### config.mk
export PLATFORM = sky130hd
export DESIGN_NAME = bank_state_tracker
export DESIGN_NICKNAME = d
export VERILOG_FILES = /design/src/rtl/bst_pkg.sv /design/src/rtl/bst_bank_ctrl.sv /design/src/rtl/bst_cmd_check.sv /design/src/rtl/bst_read_tracker.sv /design/src/rtl/bank_state_tracker.sv
export SDC_FILE = /design/constraint.sdc
export NUM_CORES = 1
export LEC_CHECK = 0
export BUFFER_PORTS_ARGS = -buffer_cell sky130_fd_sc_hd__buf_4
export CAP_MARGIN = 20
export CORE_MARGIN = 1.5
export CORE_UTILIZATION = 45
export DETAILED_ROUTE_END_ITERATION = 12
export PLACE_DENSITY = 0.72
export SLEW_MARGIN = 5
export SYNTH_ARGS = -nofsm -noshare
export SYNTH_HDL_FRONTEND = slang
export SYNTH_SLANG_ARGS = --single-unit
### constraint.sdc
create_clock -name clk -period 3.4 [get_ports clk]
set_clock_uncertainty 0.1 [all_clocks]
set_input_delay 0.34 -clock clk [delete_from_list [all_inputs] [get_ports clk]]
set_output_delay 0.34 -clock clk [all_outputs]
set_load 0.01 [all_outputs]
### src/rtl/bst_pkg.sv
// Package: shared command and bank-state encodings for the bank state tracker.
// Assumes a 3-bit command code field on the controller side.
package bst_pkg;

    typedef enum logic [2:0] {
        CMD_NOP = 3'd0,
        CMD_ACT = 3'd1,
        CMD_RD  = 3'd2,
        CMD_WR  = 3'd3,
        CMD_PRE = 3'd4,
        CMD_BST = 3'd5
    } cmd_e;

    typedef enum logic [1:0] {
        BK_IDLE  = 2'd0,
        BK_OPEN  = 2'd1,
        BK_PRECH = 2'd2
    } bank_state_e;

endpackage

### src/rtl/bst_bank_ctrl.sv
// Module: bst_bank_ctrl
// One bank's state machine and its timing counters. It counts the cycles since
// ACTIVATE (saturating at T_RAS), the cycles left in the current burst and the
// precharge recovery time. It starts an automatic precharge when one is pending,
// the burst is over and T_RAS is met.
// Assumes: strobes come from the command checker, which lets only legal
// commands through and asserts at most one strobe per cycle. T_RAS, T_RP and
// BURST_LEN are all at least 1.
module bst_bank_ctrl
    import bst_pkg::*;
#(
    parameter int T_RAS     = 5,
    parameter int T_RP      = 3,
    parameter int BURST_LEN = 4
) (
    input  logic clk,
    input  logic rst_n,
    input  logic act_go,
    input  logic rdwr_go,
    input  logic rdwr_ap,
    input  logic pre_go,
    input  logic bst_go,
    output logic is_open,
    output logic is_ready,
    output logic can_act,
    output logic ras_met,
    output logic burst_busy,
    output logic ap_pend
);
    localparam int RAS_W = $clog2(T_RAS + 1);
    localparam int RP_W  = $clog2(T_RP + 1);
    localparam int BL_W  = $clog2(BURST_LEN + 1);
    localparam logic [RAS_W-1:0] RAS_MAX  = RAS_W'(T_RAS);
    localparam logic [RP_W-1:0]  RP_LOAD  = RP_W'(T_RP);
    localparam logic [BL_W-1:0]  BL_LOAD  = BL_W'(BURST_LEN - 1);

    bank_state_e      state;
    logic [RAS_W-1:0] ras_cnt;
    logic [RP_W-1:0]  rp_cnt;
    logic [BL_W-1:0]  burst_cnt;
    logic             rp_last;
    logic             auto_fire;

    // Derive the status flags the checker and the ports need from the state.
    always_comb begin
        rp_last    = (state == BK_PRECH) && (rp_cnt == RP_W'(1));
        ras_met    = (ras_cnt == RAS_MAX);
        burst_busy = (burst_cnt != '0);
        is_open    = (state == BK_OPEN);
        can_act    = (state == BK_IDLE) || rp_last;
        is_ready   = !((state == BK_PRECH) && !rp_last) && !ap_pend;
        auto_fire  = ap_pend && !burst_busy && ras_met;
    end

    // Advance the bank state and all per-bank counters.
    always_ff @(posedge clk) begin
        if (!rst_n) begin
            state     <= BK_IDLE;
            ras_cnt   <= '0;
            rp_cnt    <= '0;
            burst_cnt <= '0;
            ap_pend   <= 1'b0;
        end else if (act_go) begin
            state     <= BK_OPEN;
            ras_cnt   <= RAS_W'(1);
            burst_cnt <= '0;
            ap_pend   <= 1'b0;
        end else begin
            unique case (state)
                BK_OPEN: begin
                    if (!ras_met) begin
                        ras_cnt <= ras_cnt + RAS_W'(1);
                    end
                    if (burst_busy) begin
                        burst_cnt <= burst_cnt - BL_W'(1);
                    end
                    if (rdwr_go) begin
                        burst_cnt <= BL_LOAD;
                        ap_pend   <= rdwr_ap;
                    end
                    if (bst_go) begin
                        burst_cnt <= '0;
                    end
                    if (pre_go || auto_fire) begin
                        state   <= BK_PRECH;
                        rp_cnt  <= RP_LOAD;
                        ap_pend <= 1'b0;
                    end
                end
                BK_PRECH: begin
                    if (rp_cnt <= RP_W'(1)) begin
                        state <= BK_IDLE;
                    end else begin
                        rp_cnt <= rp_cnt - RP_W'(1);
                    end
                end
                default: begin
                end
            endcase
        end
    end

endmodule

### src/rtl/bst_cmd_check.sv
// Module: bst_cmd_check
// Combinational legality check for one incoming command against the status of
// all banks. It turns a legal command into per-bank strobes. An illegal one
// gives a flag and the bank at fault. Precharge-all is all-or-nothing.
// Assumes: the status vectors come from registered bank state.
module bst_cmd_check
    import bst_pkg::*;
#(
    parameter int NUM_BANKS = 4,
    localparam int BANK_W   = $clog2(NUM_BANKS)
) (
    input  logic                 cmd_valid,
    input  logic [2:0]           cmd_code,
    input  logic [BANK_W-1:0]    cmd_bank,
    input  logic                 cmd_a10,
    input  logic [NUM_BANKS-1:0] is_open,
    input  logic [NUM_BANKS-1:0] is_ready,
    input  logic [NUM_BANKS-1:0] can_act,
    input  logic [NUM_BANKS-1:0] ras_met,
    input  logic [NUM_BANKS-1:0] burst_busy,
    input  logic [NUM_BANKS-1:0] ap_pend,
    input  logic                 trk_valid,
    input  logic [BANK_W-1:0]    trk_bank,
    output logic [NUM_BANKS-1:0] act_go,
    output logic [NUM_BANKS-1:0] rdwr_go,
    output logic [NUM_BANKS-1:0] pre_go,
    output logic [NUM_BANKS-1:0] bst_go,
    output logic                 illegal,
    output logic [BANK_W-1:0]    fault_bank
);
    logic [NUM_BANKS-1:0] closable;
    logic [NUM_BANKS-1:0] viol;
    logic [BANK_W-1:0]    first_viol;
    cmd_e                 cmd;

    // Find which banks a precharge may close now and which it may not.
    always_comb begin
        closable = is_open & ~ap_pend;
        viol     = closable & ~(ras_met & ~burst_busy);
    end

    // Pick the lowest-numbered bank that blocks a precharge-all.
    always_comb begin
        first_viol = '0;
        for (int i = NUM_BANKS - 1; i >= 0; i--) begin
            if (viol[i]) begin
                first_viol = BANK_W'(i);
            end
        end
    end

    // Judge the command and raise the matching strobe or the fault.
    always_comb begin
        cmd        = cmd_e'(cmd_code);
        act_go     = '0;
        rdwr_go    = '0;
        pre_go     = '0;
        bst_go     = '0;
        illegal    = 1'b0;
        fault_bank = '0;
        if (cmd_valid) begin
            unique case (cmd)
                CMD_ACT: begin
                    if (can_act[cmd_bank]) begin
                        act_go[cmd_bank] = 1'b1;
                    end else begin
                        illegal    = 1'b1;
                        fault_bank = cmd_bank;
                    end
                end
                CMD_RD, CMD_WR: begin
                    if (is_open[cmd_bank] && is_ready[cmd_bank]) begin
                        rdwr_go[cmd_bank] = 1'b1;
                    end else begin
                        illegal    = 1'b1;
                        fault_bank = cmd_bank;
                    end
                end
                CMD_PRE: begin
                    if (cmd_a10) begin
                        if (|viol) begin
                            illegal    = 1'b1;
                            fault_bank = first_viol;
                        end else begin
                            pre_go = closable;
                        end
                    end else if (closable[cmd_bank]) begin
                        if (viol[cmd_bank]) begin
                            illegal    = 1'b1;
                            fault_bank = cmd_bank;
                        end else begin
                            pre_go[cmd_bank] = 1'b1;
                        end
                    end
                end
                CMD_BST: begin
                    if (trk_valid && burst_busy[trk_bank] && !ap_pend[trk_bank]) begin
                        bst_go[trk_bank] = 1'b1;
                    end
                end
                default: begin
                end
            endcase
        end
    end

endmodule

### src/rtl/bst_read_tracker.sv
// Module: bst_read_tracker
// Remembers the bank of the latest READ issued without automatic precharge,
// which is the burst that BURST TERMINATE may cut short. The entry is dropped
// once it is used, or when a later command to that bank replaces the burst or
// the row.
// Assumes: strobes are the legal-command strobes from the checker.
module bst_read_tracker
    import bst_pkg::*;
#(
    parameter int NUM_BANKS = 4,
    localparam int BANK_W   = $clog2(NUM_BANKS)
) (
    input  logic                 clk,
    input  logic                 rst_n,
    input  logic [2:0]           cmd_code,
    input  logic [BANK_W-1:0]    cmd_bank,
    input  logic                 cmd_a10,
    input  logic [NUM_BANKS-1:0] act_go,
    input  logic [NUM_BANKS-1:0] rdwr_go,
    input  logic [NUM_BANKS-1:0] pre_go,
    input  logic [NUM_BANKS-1:0] bst_go,
    output logic                 trk_valid,
    output logic [BANK_W-1:0]    trk_bank
);
    // Update the record of the truncatable READ.
    always_ff @(posedge clk) begin
        if (!rst_n) begin
            trk_valid <= 1'b0;
            trk_bank  <= '0;
        end else if (|bst_go) begin
            trk_valid <= 1'b0;
        end else if (|rdwr_go) begin
            if ((cmd_code == CMD_RD) && !cmd_a10) begin
                trk_valid <= 1'b1;
                trk_bank  <= cmd_bank;
            end else if (cmd_bank == trk_bank) begin
                trk_valid <= 1'b0;
            end
        end else if (act_go[trk_bank] || pre_go[trk_bank]) begin
            trk_valid <= 1'b0;
        end
    end

endmodule

### src/rtl/bank_state_tracker.sv
// Module: bank_state_tracker (top)
// Tracks open/idle/precharging state and timing for every bank of a DRAM
// device. It checks each issued command for legality and reports an illegal
// one as a one-cycle error with the bank index.
// Assumes: at most one command per cycle; timing parameters are in clock
// cycles and at least 1.
module bank_state_tracker
    import bst_pkg::*;
#(
    parameter int NUM_BANKS = 4,
    parameter int T_RAS     = 5,
    parameter int T_RP      = 3,
    parameter int BURST_LEN = 4,
    localparam int BANK_W   = $clog2(NUM_BANKS)
) (
    input  logic                 clk,
    input  logic                 rst_n,
    input  logic                 cmd_valid,
    input  logic [2:0]           cmd_code,
    input  logic [BANK_W-1:0]    cmd_bank,
    input  logic                 cmd_a10,
    output logic [NUM_BANKS-1:0] bank_open,
    output logic [NUM_BANKS-1:0] bank_ready,
    output logic                 err_pulse,
    output logic [BANK_W-1:0]    err_bank
);
    logic [NUM_BANKS-1:0] can_act_vec;
    logic [NUM_BANKS-1:0] ras_met_vec;
    logic [NUM_BANKS-1:0] busy_vec;
    logic [NUM_BANKS-1:0] ap_pend_vec;
    logic [NUM_BANKS-1:0] act_go;
    logic [NUM_BANKS-1:0] rdwr_go;
    logic [NUM_BANKS-1:0] pre_go;
    logic [NUM_BANKS-1:0] bst_go;
    logic                 illegal;
    logic [BANK_W-1:0]    fault_bank;
    logic                 trk_valid;
    logic [BANK_W-1:0]    trk_bank;

    bst_cmd_check #(
        .NUM_BANKS (NUM_BANKS)
    ) check_i (
        .cmd_valid  (cmd_valid),
        .cmd_code   (cmd_code),
        .cmd_bank   (cmd_bank),
        .cmd_a10    (cmd_a10),
        .is_open    (bank_open),
        .is_ready   (bank_ready),
        .can_act    (can_act_vec),
        .ras_met    (ras_met_vec),
        .burst_busy (busy_vec),
        .ap_pend    (ap_pend_vec),
        .trk_valid  (trk_valid),
        .trk_bank   (trk_bank),
        .act_go     (act_go),
        .rdwr_go    (rdwr_go),
        .pre_go     (pre_go),
        .bst_go     (bst_go),
        .illegal    (illegal),
        .fault_bank (fault_bank)
    );

    bst_read_tracker #(
        .NUM_BANKS (NUM_BANKS)
    ) tracker_i (
        .clk       (clk),
        .rst_n     (rst_n),
        .cmd_code  (cmd_code),
        .cmd_bank  (cmd_bank),
        .cmd_a10   (cmd_a10),
        .act_go    (act_go),
        .rdwr_go   (rdwr_go),
        .pre_go    (pre_go),
        .bst_go    (bst_go),
        .trk_valid (trk_valid),
        .trk_bank  (trk_bank)
    );

    for (genvar b = 0; b < NUM_BANKS; b++) begin : g_bank
        bst_bank_ctrl #(
            .T_RAS     (T_RAS),
            .T_RP      (T_RP),
            .BURST_LEN (BURST_LEN)
        ) bank_i (
            .clk        (clk),
            .rst_n      (rst_n),
            .act_go     (act_go[b]),
            .rdwr_go    (rdwr_go[b]),
            .rdwr_ap    (cmd_a10),
            .pre_go     (pre_go[b]),
            .bst_go     (bst_go[b]),
            .is_open    (bank_open[b]),
            .is_ready   (bank_ready[b]),
            .can_act    (can_act_vec[b]),
            .ras_met    (ras_met_vec[b]),
            .burst_busy (busy_vec[b]),
            .ap_pend    (ap_pend_vec[b])
        );
    end

    // Register the error report so that it lasts exactly one cycle.
    always_ff @(posedge clk) begin
        if (!rst_n) begin
            err_pulse <= 1'b0;
            err_bank  <= '0;
        end else begin
            err_pulse <= illegal;
            err_bank  <= illegal ? fault_bank : '0;
        end
    end

endmodule

==> flow_summary_export.csv <==
group,metric,value,unit
job,maxCapViolations,0,
route,drt-initial-drc-count,258,
clock_tree,numCtsBuffers,5,
clock_tree,cts_tree,"built",
synthesis,synth_commonest_cells,"dfxtp_1 (50), inv_1 (42), a21oi_1 (39)",
synthesis,synth_area,3721,um^2
sta,hold_violations,0,
placed_design,portBuffers,19,
worst_setup_path,crit_chain,"inv_1 -> ha_1 -> nand2b_1 -> o22ai_1 -> o21ai_1 -> a221oi_1 -> nor2_1 -> o21a_1",
sta,fin_setup_tns,0,ps
die,io_pins,20,
worst_setup_path,crit_family,"compound AO/OA/AOI/OAI gates",
worst_setup_path,worstSetupEndpointType,"flip-flop",
worst_setup_path,crit_cells,8,
route,dr.pass1.iters,5,
synthesis,yosys.area.top_type,"dfxtp_1",
global_routing,antenna_found_initial,0,
die,start_util,47.42,%
clock_tree,cts.path.max_buffers,2,
synthesis,synthesis.nets,502,
clock_tree,ctsResizeCount,0,
hold_path,min_path_cells,2,
synthesis,synthCells,461,
die,fp.dieH,93.94,um
worst_setup_path,slowest_stage,"o22ai_1",
finish,diodes,0,
die,core-area,7848,um^2
route,drc,0,
synthesis,ys_seq_elements,50,
pwr,leakage,1.439,nW
global_routing,grt_start_max_net_pins,18,
synthesis,synth_edf_count,0,
synthesis,avgSynthCellArea,8.072,um^2
sta,grt_setup_unrepaired,"false",
worst_setup_path,crit_arrival,2920,ps
clock_tree,clk_pin_slew,100,ps
synthesis,synthTopCellsByArea,"dfxtp_1 (27%), ha_1 (11%), a21oi_1 (5.2%), inv_1 (4.2%), nor2_1 (3.6%)",
clock_tree,cts_setup_buffers,0,
route,dr_wl_met3,643,um
route,dr.max_layer_used,"met4",
sta,relSlewSlack,50.98,%
sta,timing.fmax,0.3562,GHz
worst_setup_path,startpoint_type,"flip-flop",
synthesis,yosysWarningCount,0,
finish,filler_cell_count,793,
synthesis,ys_types,69,
synthesis,yosysSeqAreaShare,26.90,%
clock_tree,cts_max_level,2,
placed_design,gp_congestion,1.051,
worst_setup_path,worstPathMaxFanout,12,
clock_tree,clock-root-buffer,"clkbuf_8",
sta,final-setup-viol-count,0,
finish,area_growth,6.052,%
route,wl,9.520,mm
pwr,vdd_ir_drop_max,181.6,uV
status,outcome,"completed",
worst_setup_path,critPathKind,"flip-flop to flip-flop",
placed_design,dpl_worst_slack,687.5,ps
clock_tree,cts.sinks,50,
sta,maxSlewViolCount,0,
clock_tree,cts.hold.buffers_added,0,
hold_path,hp-class,"primary input to flip-flop",
global_routing,gr-total-overflow,0,
route,wl_met1,4.243,mm
die,placementRows,32,
synthesis,synth-async-reset-ratio,0,%
sta,finalCriticalPeriod,2808,ps
finish,final_layout_size_suffix_gt1_share,9.267,%
global_routing,grt_first_pass_wirelength,15.70,mm
worst_setup_path,worstRegToRegCells,8,
route,wl_per_cell,16.82,um
route,vias,3461,
route,antenna_left,0,
synthesis,yosys.cell_count.top_type,"dfxtp_1",
global_routing,grt_pass1_vias,3205,
worst_setup_path,critPathMaxStageDelay,530,ps
route,viasPerCell,6.115,
worst_setup_path,critPathRequiredTime,3510,ps
die,die_area,8824,um^2
finish,fin_nets,504,
route,wl_met2,4.423,mm
sta,worst_pin_slew,735.2,ps
die,dieWidth,93.94,um
synthesis,ys.flop_type,"dfxtp_1",
placed_design,dpl.hpwl,7.205,mm
global_routing,grt.total_usage,22.64,%
synthesis,yosys.area.top_type_share,26.90,%
clock_tree,clock_latency,310,ps
worst_setup_path,r2r_setup_slack,590,ps
worst_setup_path,crit_buf_inv,1,
sta,setup_ws,592.2,ps
sta,min_period_over_period,82.58,%
pwr,powerDensity,263.2,nW/um^2
## worst register-to-register path, stage by stage (launching register included)
cell and delay, ps:
dfxtp_1 350, inv_1 80, ha_1 400, nand2b_1 170
o22ai_1 530, o21ai_1 220, a221oi_1 510, nor2_1 160
o21a_1 190
## metal layers
metal  track usage (%)  vias to the layer above
met4             7.463                        0
met2             35.51                      128
li1                  -                     1682
met3             3.398                       15
met1             31.68                     1636
met5                 0                        -
## path summary, 6_finish.rpt
kind                                                     from                            end
worst max register to register      g_bank[3].bank_i.state[1]     g_bank[0].bank_i.rp_cnt[0]
worst min register to register  g_bank[1].bank_i.burst_cnt[1]  g_bank[1].bank_i.burst_cnt[1]
worst min-delay path                                cmd_valid                      err_pulse
worst max-delay path                g_bank[3].bank_i.state[1]     g_bank[0].bank_i.rp_cnt[0]
## power breakdown
| part | switching, mW | leakage, nW | internal, mW |
|---|---|---|---|
| Clock | 0.208 | 0.0441 | 0.145 |
| Combinational | 0.0610 | 0.991 | 0.0313 |
| Sequential | 0.00345 | 0.403 | 0.590 |
| Total | 0.272 | 1.44 | 0.766 |
## final cells by class
class | instances | area (um^2) | area share (%)
tap | 102 | 127.6 | 3.234
inverter | 42 | 157.7 | 3.995
clock buffer | 5 | 68.82 | 1.744
clock inverter | 3 | 21.27 | 0.5390
multi-input combinational | 344 | 2420 | 61.32
timing repair buffer | 20 | 150.1 | 3.805
sequential | 50 | 1001 | 25.36
## sequential cells by signal, indices dropped and copies added (netlist names)
register and cells:
g_bank.bank_i.rp_cnt 8, g_bank.bank_i.ras_cnt 12, g_bank.bank_i.ap_pend 4, g_bank.bank_i.burst_cnt 12
err_pulse 1, err_bank 2, tracker_i.trk_bank 2, tracker_i.trk_valid 1
g_bank.bank_i.state 8
## cells by family (layout without fill, tap and decap cells)
logic type | count (synthesis) | in the layout | share of synthesized area (%)
buffers and inverters | 67 | 70 | 8.070
flip-flops | 50 | 50 | 26.90
multiplexers | 10 | 10 | 4.035
AND/OR/NAND/NOR | 167 | 167 | 25.76
XOR/XNOR | 6 | 6 | 1.412
AO/OA/AOI/OAI | 129 | 129 | 23.07
adder cells (fa/ha/maj) | 32 | 32 | 10.76
## stage by stage
step	total power [mW]	cell area, um^2	hold WS, ps	instances	util [%]
after global placement	0.6961	3856	344.6	558	49.14
after floorplan	0.6678	3721	331.9	461	-
after global routing	1.079	3946	238.8	566	50.29
after CTS	1.055	3946	221.5	566	50.29
final	1.039	3946	234.8	566	50.29
after detailed placement	0.6980	3856	359.0	558	49.14
## placed cells by master, fill, tap and decap left out, types with 3 or more instances in the layout
cell       n
nor2_1    36
nor4b_1    3
xnor2_1    4
a31oi_1    6
nand3_1    9
a21boi_0   3
nor3_1    13
o21a_1     6
o31ai_1    3
nand4_1    8
a221oi_1   3
nand2b_1  13
o211ai_1   3
nor2b_1   12
dfxtp_1   50
nand2_1   32
nor4_1     6
mux4_2     4
clkbuf_8   5
nand3b_1   3
inv_1     42
o21ai_0   18
ha_1      32
a22oi_1    6
a211oi_1   9
and4b_1    8
o22ai_1    4
mux2i_1    6
a21oi_1   39
or3_1      5
buf_4     20
No activity file was read; power rests on OpenSTA's default activity.
